==> config.mk <==
export PLATFORM = sky130hd
export DESIGN_NAME = dwatch_unit
export DESIGN_NICKNAME = d
export VERILOG_FILES = /design/src/rtl/dwatch_pkg.sv /design/src/rtl/dwatch_cmp.sv /design/src/rtl/dwatch_slot.sv /design/src/rtl/dwatch_regif.sv /design/src/rtl/dwatch_unit.sv
export SDC_FILE = /design/constraint.sdc
export NUM_CORES = 1
export LEC_CHECK = 0
export ABC_CLOCK_PERIOD_IN_PS = 3900
export BUFFER_PORTS_ARGS = -buffer_cell sky130_fd_sc_hd__buf_2
export CORE_MARGIN = 5
export CORE_UTILIZATION = 35
export DETAILED_ROUTE_END_ITERATION = 8
export GPL_TIMING_DRIVEN = 0
export PLACE_DENSITY = 0.54
export SLEW_MARGIN = 40
export SYNTH_ARGS = -nofsm -noshare
export SYNTH_HDL_FRONTEND = slang
export SYNTH_SLANG_ARGS = --single-unit
==> constraint.sdc <==
create_clock -name clk -period 3.9 [get_ports clk]
set_input_delay 0.195 -clock clk [delete_from_list [all_inputs] [get_ports clk]]
set_output_delay 0.195 -clock clk [all_outputs]
set_load 0.05 [all_outputs]
==> src/rtl/dwatch_pkg.sv <==
// Package: shared constants for the data watchpoint unit.
// Assumes function codes fit in 4 bits and register select uses 2 bits.
package dwatch_pkg;
    localparam int FUNC_W   = 4;
    localparam int SEL_W    = 2;

    localparam logic [FUNC_W-1:0] FN_OFF   = 4'd0;
    localparam logic [FUNC_W-1:0] FN_WRITE = 4'd5;
    localparam logic [FUNC_W-1:0] FN_READ  = 4'd6;
    localparam logic [FUNC_W-1:0] FN_ANY   = 4'd7;

    typedef enum logic [SEL_W-1:0] {
        SEL_COMP = 2'd0,
        SEL_MASK = 2'd1,
        SEL_FUNC = 2'd2,
        SEL_NONE = 2'd3
    } reg_sel_e;
endpackage

==> src/rtl/dwatch_cmp.sv <==
// Module: one slot's address comparator.
// Masks the low MASK bits of the access address, compares against the
// stored value and qualifies the result with direction and trace enable.
// Purely combinational; assumes inputs are stable around the clock edge.
module dwatch_cmp #(
    parameter int ADDR_W = 32,
    parameter int MASK_W = 5
) (
    input  logic [ADDR_W-1:0]             comp,
    input  logic [MASK_W-1:0]             mask,
    input  logic [dwatch_pkg::FUNC_W-1:0] func,
    input  logic                          trace_en,
    input  logic                          acc_valid,
    input  logic [ADDR_W-1:0]             acc_addr,
    input  logic                          acc_wr,
    output logic                          hit
);
    import dwatch_pkg::*;

    logic [ADDR_W-1:0] keep_bits;
    logic              addr_eq;
    logic              dir_ok;

    // Build the address keep-mask and compare the region.
    always_comb begin
        keep_bits = {ADDR_W{1'b1}} << mask;
        addr_eq   = ((acc_addr & keep_bits) == comp);
    end

    // Decode the function code into a direction qualifier.
    always_comb begin
        case (func)
            FN_WRITE: dir_ok = acc_wr;
            FN_READ:  dir_ok = !acc_wr;
            FN_ANY:   dir_ok = 1'b1;
            default:  dir_ok = 1'b0;
        endcase
    end

    // Final slot hit, gated by enable and strobe.
    always_comb begin
        hit = trace_en && acc_valid && addr_eq && dir_ok;
    end
endmodule

==> src/rtl/dwatch_slot.sv <==
// Module: register state of one watch slot.
// Holds the compare value, ignore-width, function code and sticky status.
// A function write updates only the code field; a function read clears
// the status unless a new hit arrives in the same cycle.
module dwatch_slot #(
    parameter int ADDR_W = 32,
    parameter int MASK_W = 5
) (
    input  logic                          clk,
    input  logic                          rst_n,
    input  logic                          wr_comp,
    input  logic                          wr_mask,
    input  logic                          wr_func,
    input  logic [ADDR_W-1:0]             wdata,
    input  logic                          rd_func,
    input  logic                          hit,
    output logic [ADDR_W-1:0]             comp_q,
    output logic [MASK_W-1:0]             mask_q,
    output logic [dwatch_pkg::FUNC_W-1:0] func_q,
    output logic                          stat_q
);
    import dwatch_pkg::*;

    // Compare value register.
    always_ff @(posedge clk) begin
        if (!rst_n)       comp_q <= '0;
        else if (wr_comp) comp_q <= wdata;
    end

    // Ignore-width register.
    always_ff @(posedge clk) begin
        if (!rst_n)       mask_q <= '0;
        else if (wr_mask) mask_q <= wdata[MASK_W-1:0];
    end

    // Function code field; other write bits are dropped.
    always_ff @(posedge clk) begin
        if (!rst_n)       func_q <= FN_OFF;
        else if (wr_func) func_q <= wdata[FUNC_W-1:0];
    end

    // Sticky status: set on hit, cleared by a function read.
    always_ff @(posedge clk) begin
        if (!rst_n)       stat_q <= 1'b0;
        else if (hit)     stat_q <= 1'b1;
        else if (rd_func) stat_q <= 1'b0;
    end
endmodule

==> src/rtl/dwatch_regif.sv <==
// Module: register decode and read mux.
// Word address = slot*4 + sel. Produces per-slot write and read strobes
// and the combinational read data. Assumes NUM_SLOTS is a power of two.
module dwatch_regif #(
    parameter int NUM_SLOTS = 4,
    parameter int ADDR_W    = 32,
    parameter int MASK_W    = 5,
    localparam int SLOT_W   = (NUM_SLOTS > 1) ? $clog2(NUM_SLOTS) : 1,
    localparam int RA_W     = SLOT_W + dwatch_pkg::SEL_W
) (
    input  logic                                         reg_wr,
    input  logic                                         reg_rd,
    input  logic [RA_W-1:0]                              reg_addr,
    input  logic [NUM_SLOTS-1:0][ADDR_W-1:0]             comp_q,
    input  logic [NUM_SLOTS-1:0][MASK_W-1:0]             mask_q,
    input  logic [NUM_SLOTS-1:0][dwatch_pkg::FUNC_W-1:0] func_q,
    input  logic [NUM_SLOTS-1:0]                         stat_q,
    output logic [NUM_SLOTS-1:0]                         wr_comp,
    output logic [NUM_SLOTS-1:0]                         wr_mask,
    output logic [NUM_SLOTS-1:0]                         wr_func,
    output logic [NUM_SLOTS-1:0]                         rd_func,
    output logic [ADDR_W-1:0]                            rdata
);
    import dwatch_pkg::*;

    logic [SLOT_W-1:0] slot_idx;
    reg_sel_e          sel;

    // Split the word address into slot index and register select.
    always_comb begin
        slot_idx = reg_addr[RA_W-1:SEL_W];
        sel      = reg_sel_e'(reg_addr[SEL_W-1:0]);
    end

    // Per-slot strobes.
    always_comb begin
        for (int i = 0; i < NUM_SLOTS; i++) begin
            wr_comp[i] = reg_wr && (slot_idx == SLOT_W'(i)) && (sel == SEL_COMP);
            wr_mask[i] = reg_wr && (slot_idx == SLOT_W'(i)) && (sel == SEL_MASK);
            wr_func[i] = reg_wr && (slot_idx == SLOT_W'(i)) && (sel == SEL_FUNC);
            rd_func[i] = reg_rd && (slot_idx == SLOT_W'(i)) && (sel == SEL_FUNC);
        end
    end

    // Read data mux; the status bit sits in the top bit of the function word.
    always_comb begin
        rdata = '0;
        case (sel)
            SEL_COMP: rdata = comp_q[slot_idx];
            SEL_MASK: rdata[MASK_W-1:0] = mask_q[slot_idx];
            SEL_FUNC: begin
                rdata[FUNC_W-1:0] = func_q[slot_idx];
                rdata[ADDR_W-1]   = stat_q[slot_idx];
            end
            default:  rdata = '0;
        endcase
    end
endmodule

==> src/rtl/dwatch_unit.sv <==
// Module: data watchpoint unit top.
// Instantiates NUM_SLOTS comparator slots, the register decode and the
// debug event register. The event is a one-cycle pulse, registered one
// edge after a qualifying access. Assumes ADDR_W > FUNC_W + 1.
module dwatch_unit #(
    parameter int NUM_SLOTS = 4,
    parameter int ADDR_W    = 32,
    parameter int MASK_W    = 5,
    localparam int SLOT_W   = (NUM_SLOTS > 1) ? $clog2(NUM_SLOTS) : 1,
    localparam int RA_W     = SLOT_W + dwatch_pkg::SEL_W
) (
    input  logic                 clk,
    input  logic                 rst_n,
    input  logic                 trace_en,
    input  logic                 acc_valid,
    input  logic [ADDR_W-1:0]    acc_addr,
    input  logic                 acc_wr,
    input  logic                 reg_wr,
    input  logic                 reg_rd,
    input  logic [RA_W-1:0]      reg_addr,
    input  logic [ADDR_W-1:0]    reg_wdata,
    output logic [ADDR_W-1:0]    reg_rdata,
    output logic [NUM_SLOTS-1:0] slot_hit,
    output logic                 dbg_event
);
    import dwatch_pkg::*;

    logic [NUM_SLOTS-1:0][ADDR_W-1:0] comp_q;
    logic [NUM_SLOTS-1:0][MASK_W-1:0] mask_q;
    logic [NUM_SLOTS-1:0][FUNC_W-1:0] func_q;
    logic [NUM_SLOTS-1:0]             stat_q;
    logic [NUM_SLOTS-1:0]             wr_comp, wr_mask, wr_func, rd_func;
    logic [NUM_SLOTS-1:0]             hit;
    logic                             event_q;

    dwatch_regif #(
        .NUM_SLOTS(NUM_SLOTS), .ADDR_W(ADDR_W), .MASK_W(MASK_W)
    ) u_regif (
        .reg_wr(reg_wr), .reg_rd(reg_rd), .reg_addr(reg_addr),
        .comp_q(comp_q), .mask_q(mask_q), .func_q(func_q), .stat_q(stat_q),
        .wr_comp(wr_comp), .wr_mask(wr_mask), .wr_func(wr_func),
        .rd_func(rd_func), .rdata(reg_rdata)
    );

    for (genvar g = 0; g < NUM_SLOTS; g++) begin : g_slot
        dwatch_slot #(.ADDR_W(ADDR_W), .MASK_W(MASK_W)) u_slot (
            .clk(clk), .rst_n(rst_n),
            .wr_comp(wr_comp[g]), .wr_mask(wr_mask[g]), .wr_func(wr_func[g]),
            .wdata(reg_wdata), .rd_func(rd_func[g]), .hit(hit[g]),
            .comp_q(comp_q[g]), .mask_q(mask_q[g]), .func_q(func_q[g]),
            .stat_q(stat_q[g])
        );

        dwatch_cmp #(.ADDR_W(ADDR_W), .MASK_W(MASK_W)) u_cmp (
            .comp(comp_q[g]), .mask(mask_q[g]), .func(func_q[g]),
            .trace_en(trace_en), .acc_valid(acc_valid),
            .acc_addr(acc_addr), .acc_wr(acc_wr), .hit(hit[g])
        );
    end

    // Debug event: one-cycle pulse after any slot hits.
    always_ff @(posedge clk) begin
        if (!rst_n) event_q <= 1'b0;
        else        event_q <= |hit;
    end

    // Output drives.
    always_comb begin
        dbg_event = event_q;
        slot_hit  = stat_q;
    end
endmodule

Word-level counts from Yosys, hierarchy flattened
Cells that the tools add are included.

word-level totals
  bits in registers = 169
  bits of input ports = 75
  output and inout port bits = 37
  logic and storage cells = 112

cells by class
  magnitude comparators = 1
  eq/ne operators = 21
  shifts and indexed selects = 4
  mux-type cells = 24
  bitwise gates (word level) = 4
  reduce and logical (&&, ||, !) cells = 41

operators by type and width
  cell                                                        number
  AND 32 bit                                                  4
  == test 32 bit                                              4
  left shift 32 x 5 -> 32 bit, first input constant           4
  binary-select mux 32 bit (select 2 bit)                     1
  == test 4 x 3 -> 1 bit, second input constant               12
  logical AND 1 bit                                           33
  2-to-1 mux 32 bit                                           1
  2-to-1 mux 26 bit                                           1
  case mux 1 bit (3 select lines)                             4
  case mux 4 bit (3 select lines)                             1
  binary-select mux 5 bit (select 2 bit)                      1
  2-to-1 mux 1 bit                                            9
  binary-select mux 4 bit (select 2 bit)                      1
  nonzero test 2 bit                                          4
  == test 2 bit, second input constant                        3
  2-to-1 mux 5 bit                                            1
  == test 2 x 1 -> 1 bit, second input constant               2
  logical NOT 2 bit                                           2
  2-to-1 mux 4 bit                                            1
  case mux 1 bit (2 select lines)                             2
  OR reduction 4 bit                                          1
  less-than comparator 2 x 3 -> 1 bit, second input constant  1
  binary-select mux 1 bit (select 2 bit)                      1
  logical NOT 1 bit                                           1

Logic depth before layout (Yosys ltp)
  depth in word-level cells = 6
  mapped depth = 9
  depth with buffers taken out = 7

Hierarchy
Synthesis repeated with hierarchy kept, for this count alone.

second synthesis, totals
  cells, all modules = 1158
  area total of the unflattened synthesis = 11160.7 µm²

by module, submodules not included
  module        instances  cells each  area each (µm²)
  dwatch_slot   4          136         1617.8
  dwatch_cmp    4          122         812.0
  dwatch_regif  1          124         1410.1
  dwatch_unit   1          2           31.3

Least setup slack after synthesis
Ideal clock, no wire load.

  path type = in2out
  start = in reg_addr[2]
  end = out reg_rdata[0]
  data arrival time = 2.157 ns
  setup slack = 1.548 ns
  cell stages on the path = 5
  cell sequence = buf_2 -> clkbuf_1 -> mux4_2 -> mux2i_1 -> o21ai_0

between the ends
  cells in the longest elaborated chain, start to end = 3
  elaborated cells on any way between the ends = 7

RTL lines
  what                                                                  RTL line            text
  start: declaration                                                    dwatch_unit.sv:20   input logic [RA_W-1:0] reg_addr,
  binary-select mux 4 bit (select 2 bit), or another cell as far along  dwatch_regif.sv:52  rdata[FUNC_W-1:0] = func_q[slot_idx];
  2-to-1 mux 4 bit (not written as such), or another cell as far along  dwatch_regif.sv:52
  case mux 4 bit (3 select lines) (*)                                   dwatch_regif.sv:48  case (sel)
  end: declaration                                                      dwatch_unit.sv:22   output logic [ADDR_W-1:0] reg_rdata,

Mark *: on every way between the ends. The rest lies on a longest branch, timed or not. The select of a mux whose other input is x is not followed.

Final worst setup path
  start = reg g_slot[1].u_slot.mask_q[0]
  end = reg event_q (netlist: dbg_event)

between the ends
  cells in the longest elaborated chain, start to end = 6

RTL lines
  what                            RTL line           text
  start: declaration              dwatch_slot.sv:18  output logic [MASK_W-1:0] mask_q,
  start signal: assignment        dwatch_slot.sv:33  else if (wr_mask) mask_q <= wdata[MASK_W-1:0];
  left shift 32 x 5 -> 32 bit     dwatch_cmp.sv:26   keep_bits = {ADDR_W{1'b1}} << mask;
  AND 32 bit                      dwatch_cmp.sv:27   addr_eq = ((acc_addr & keep_bits) == comp);
  == test 32 bit                  dwatch_cmp.sv:27
  logical AND 1 bit (2 in a row)  dwatch_cmp.sv:42   hit = trace_en && acc_valid && addr_eq && dir_ok;
  OR reduction 4 bit              dwatch_unit.sv:64  else event_q <= |hit;
  end signal: assignment          dwatch_unit.sv:64
  end: declaration                dwatch_unit.sv:34  logic event_q;

No other way between the ends.
A chain may end at the register's enable or synchronous reset.

==> results.json <==
{
  "grt_pass1_vias": 10400,
  "maxSlewViolCount": 0,
  "drc": 0,
  "switching_share": 0.271,
  "start_util": 0.352,
  "worst-path-buf-inv": 1,
  "cts_resized": 0,
  "placed_cells": 1837,
  "wire_per_inst_microns": 27.4,
  "clk_pin_slew_worst_paths_ps": 70,
  "io_pins": 112,
  "die_w_microns": 185,
  "overflow": 0,
  "p_switching_w": 0.00112,
  "wirelength_mm": 51.3,
  "ys.flop_type": "dfxtp_1",
  "drive_gt1_frac": 0.149,
  "yosys_warnings": 0,
  "vias_per_cell": 5.86,
  "synth_cells": 1336,
  "r2r_setup_slack_ps": 730,
  "maxCapViolCount": 0,
  "die_h_microns": 185,
  "postRouteAntennaNets": 0,
  "combPwrFrac": 0.125,
  "peakVddDrop_mv": 0.310,
  "post_cts_buffers": 0,
  "netlist_area_sq_um": 10700,
  "vias": 11000,
  "worstHoldStart": "reg_wdata[19]",
  "max_freq_ghz": 0.315,
  "min_period_over_period": 0.813,
  "p_clk_frac": 0.443,
  "worstReg2RegStart": "g_slot[1].u_slot.mask_q[0]",
  "clockBufferDepth": 2,
  "postSynthAreaPerCell_sq_um": 8.02,
  "dp_hpwl_mm": 40.5,
  "grt_usage": 0.296,
  "insertion_delay_ps": 440,
  "cts_tree": "yes",
  "leakagePower_nw": 4.28,
  "die-area_sq_um": 34200,
  "fin_area_sq_um": 12400,
  "slowest_stage": "nor4_2",
  "portBuffers": 105,
  "cts_buffers": 17,
  "grt_max_degree": 17,
  "place_area_sq_um": 11800,
  "place.gp.congestion": 1.06,
  "setup_tns_ps": 0,
  "tightest_slew_ps": 864,
  "crit_chain": "clkbuf_1 > nand3_1 > nand3_1 > xnor2_1 > nor4_1 > nand4_1 > nor4_2 > o41a_1",
  "yosys_register_bits": 169,
  "layout.nets": 1535,
  "fill_cells": 3177,
  "power_density_nw_per_um2": 333,
  "end_kind": "flop",
  "regToRegEndpoint": "dbg_event",
  "ys_types": 58,
  "root_buffer": "clkbuf_16",
  "stdcell_count": 1868,
  "htree_levels": 4,
  "start_kind": "flop",
  "slew_headroom": 0.422,
  "drtPass1Iterations": 8,
  "hold_class": "in -> reg",
  "rsz0062_at_grt": "no",
  "crit_arrival_ps": 3560,
  "syn-num-nets": 1411,
  "antenna_found_initial": 0,
  "clkSinkCount": 169,
  "cp.required_ps": 4290,
  "setup_violations": 0,
  "cp_top_family": "simple AND/OR/NAND/NOR gates",
  "synth-edff-count": 0,
  "min_to": "g_slot[0].u_slot.comp_q[19]",
  "status": "finished, final reports clean",
  "cpPeakStageDelay_ps": 600,
  "grt_pass1_wl_mm": 72.9,
  "critPathMaxFanout": 10,
  "coreArea_sq_um": 30400,
  "p_int_w": 0.00300,
  "ys_async_sr_fraction": 0,
  "ys_seq_area_frac": 0.316,
  "cp_common_cell": "nand3_1",
  "p_seq_frac": 0.432,
  "rr_worst_depth": 8,
  "drt_iter0_drc": 1278,
  "diodes": 0,
  "fin_skew_ps": 7.00,
  "core.rowCount": 64,
  "path_class": "reg -> reg",
  "timing.final.crit_period_ps": 3170,
  "holdPathStages": 3,
  "hold_violations": 0,
  "area_growth_pct": 15.5,
  "ctsHoldBuffers": 0
}
==> kinds of logic after synthesis <==
family | Yosys count | synth area share
buf+inv | 128 | 0.0506
compound gates | 309 | 0.195
mux | 78 | 0.122
flops | 169 | 0.316
simple gates | 556 | 0.238
xor+xnor | 96 | 0.0785
==> worst reg2reg max path, stage by stage (launching register included) <==
cell,delay (ps)
dfxtp_1,480
clkbuf_1,580
nand3_1,230
nand3_1,170
xnor2_1,100
nor4_1,460
nand4_1,230
nor4_2,600
o41a_1,260
==> worst max path at each step <==
stage,startpoint,end,slack (ps),cells after the start
CTS,g_slot[1].u_slot.mask_q[0],dbg_event,660,8
global route,g_slot[1].u_slot.mask_q[0],dbg_event,800,8
finish,g_slot[1].u_slot.mask_q[0],dbg_event,730,8
floorplan,reg_addr[2],reg_rdata[0],1550,5
detailed placement,g_slot[1].u_slot.mask_q[0],dbg_event,720,8
global placement,g_slot[2].u_slot.mask_q[0],dbg_event,600,8
==> power by group through the flow <==
stage	Sequential, W	Combinational [W]	Clock [W]
after floorplan	0.00180	0.000291	0
after global placement	0.00182	0.000502	0
after detailed placement	0.00182	0.000504	0
after CTS	0.00178	0.000506	0.00184
after global routing	0.00178	0.000543	0.00190
final	0.00178	0.000517	0.00183
==> metal layers <==
layer | GRT usage | part of all wire
met2 | 0.459 | 0.44
met4 | 0.110 | 0.043
met5 | 0 | 0
met3 | 0.0662 | 0.10
met1 | 0.405 | 0.42
==> placed cells by master (no fill, tap or decap), types with 37 or more instances in the layout <==
master	count
o21ai_0	75
dfxtp_1	169
mux4_2	42
nor2_1	37
a21boi_0	145
clkbuf_1	78
xnor2_1	66
nand2_1	315
nand3_1	48
buf_2	128
==> cells in the mapped netlist, types with 3 or more instances <==
library cell	number	area share
nand2_1	315	0.11
dfxtp_1	169	0.32
a21boi_0	145	0.10
clkbuf_1	75	0.026
o21ai_0	75	0.035
xnor2_1	66	0.054
nand3_1	48	0.022
mux4_2	42	0.088
nor2_1	37	0.013
mux2i_1	35	0.033
nor2b_1	32	0.019
xor2_1	30	0.025
and2_1	27	0.016
a21oi_1	24	0.011
buf_2	21	0.0098
inv_1	21	0.0074
nor3_1	20	0.0093
nor4_1	19	0.011
o211ai_1	19	0.013
nand4_1	18	0.011
nand2b_1	11	0.0064
buf_4	7	0.0049
o21a_1	7	0.0049
a31oi_1	6	0.0035
o22ai_1	6	0.0035
a211oi_1	5	0.0035
and3_1	5	0.0029
nand3b_1	5	0.0035
or3_1	5	0.0029
nor3b_1	3	0.0021
nor4b_1	3	0.0025
o31a_1	3	0.0025
==> flip-flops by register name, summed over array words and instances (netlist names) <==
name	flops
g_slot.u_slot.stat_q	4
g_slot.u_slot.comp_q	128
g_slot.u_slot.func_q	16
dbg_event	1
g_slot.u_slot.mask_q	20
==> per-stage QoR <==
stage,setup WS [ps],utilization,power (W),hold slack [ps]
4_1_cts,660,0.406,0.00412,19.0
6_report,729,0.407,0.00412,30.5
2_1_floorplan,1550,-,0.00209,340
5_1_grt,799,0.407,0.00423,26.1
3_3_place_gp,600,0.386,0.00232,473
3_5_place_dp,719,0.386,0.00232,480
==> layout make-up <==
cell class              count  area (sq um)  area share
clock inverters             6           113     0.00910
clock buffers              25           495      0.0401
plain buffers             107           467      0.0377
flip-flops and latches    169          3380       0.273
multi-input cells        1039          6810       0.551
repair buffers            105           526      0.0425
inverters                  21          78.8     0.00637
well taps                 396           495      0.0401
No activity file was read; power rests on OpenSTA's default activity.
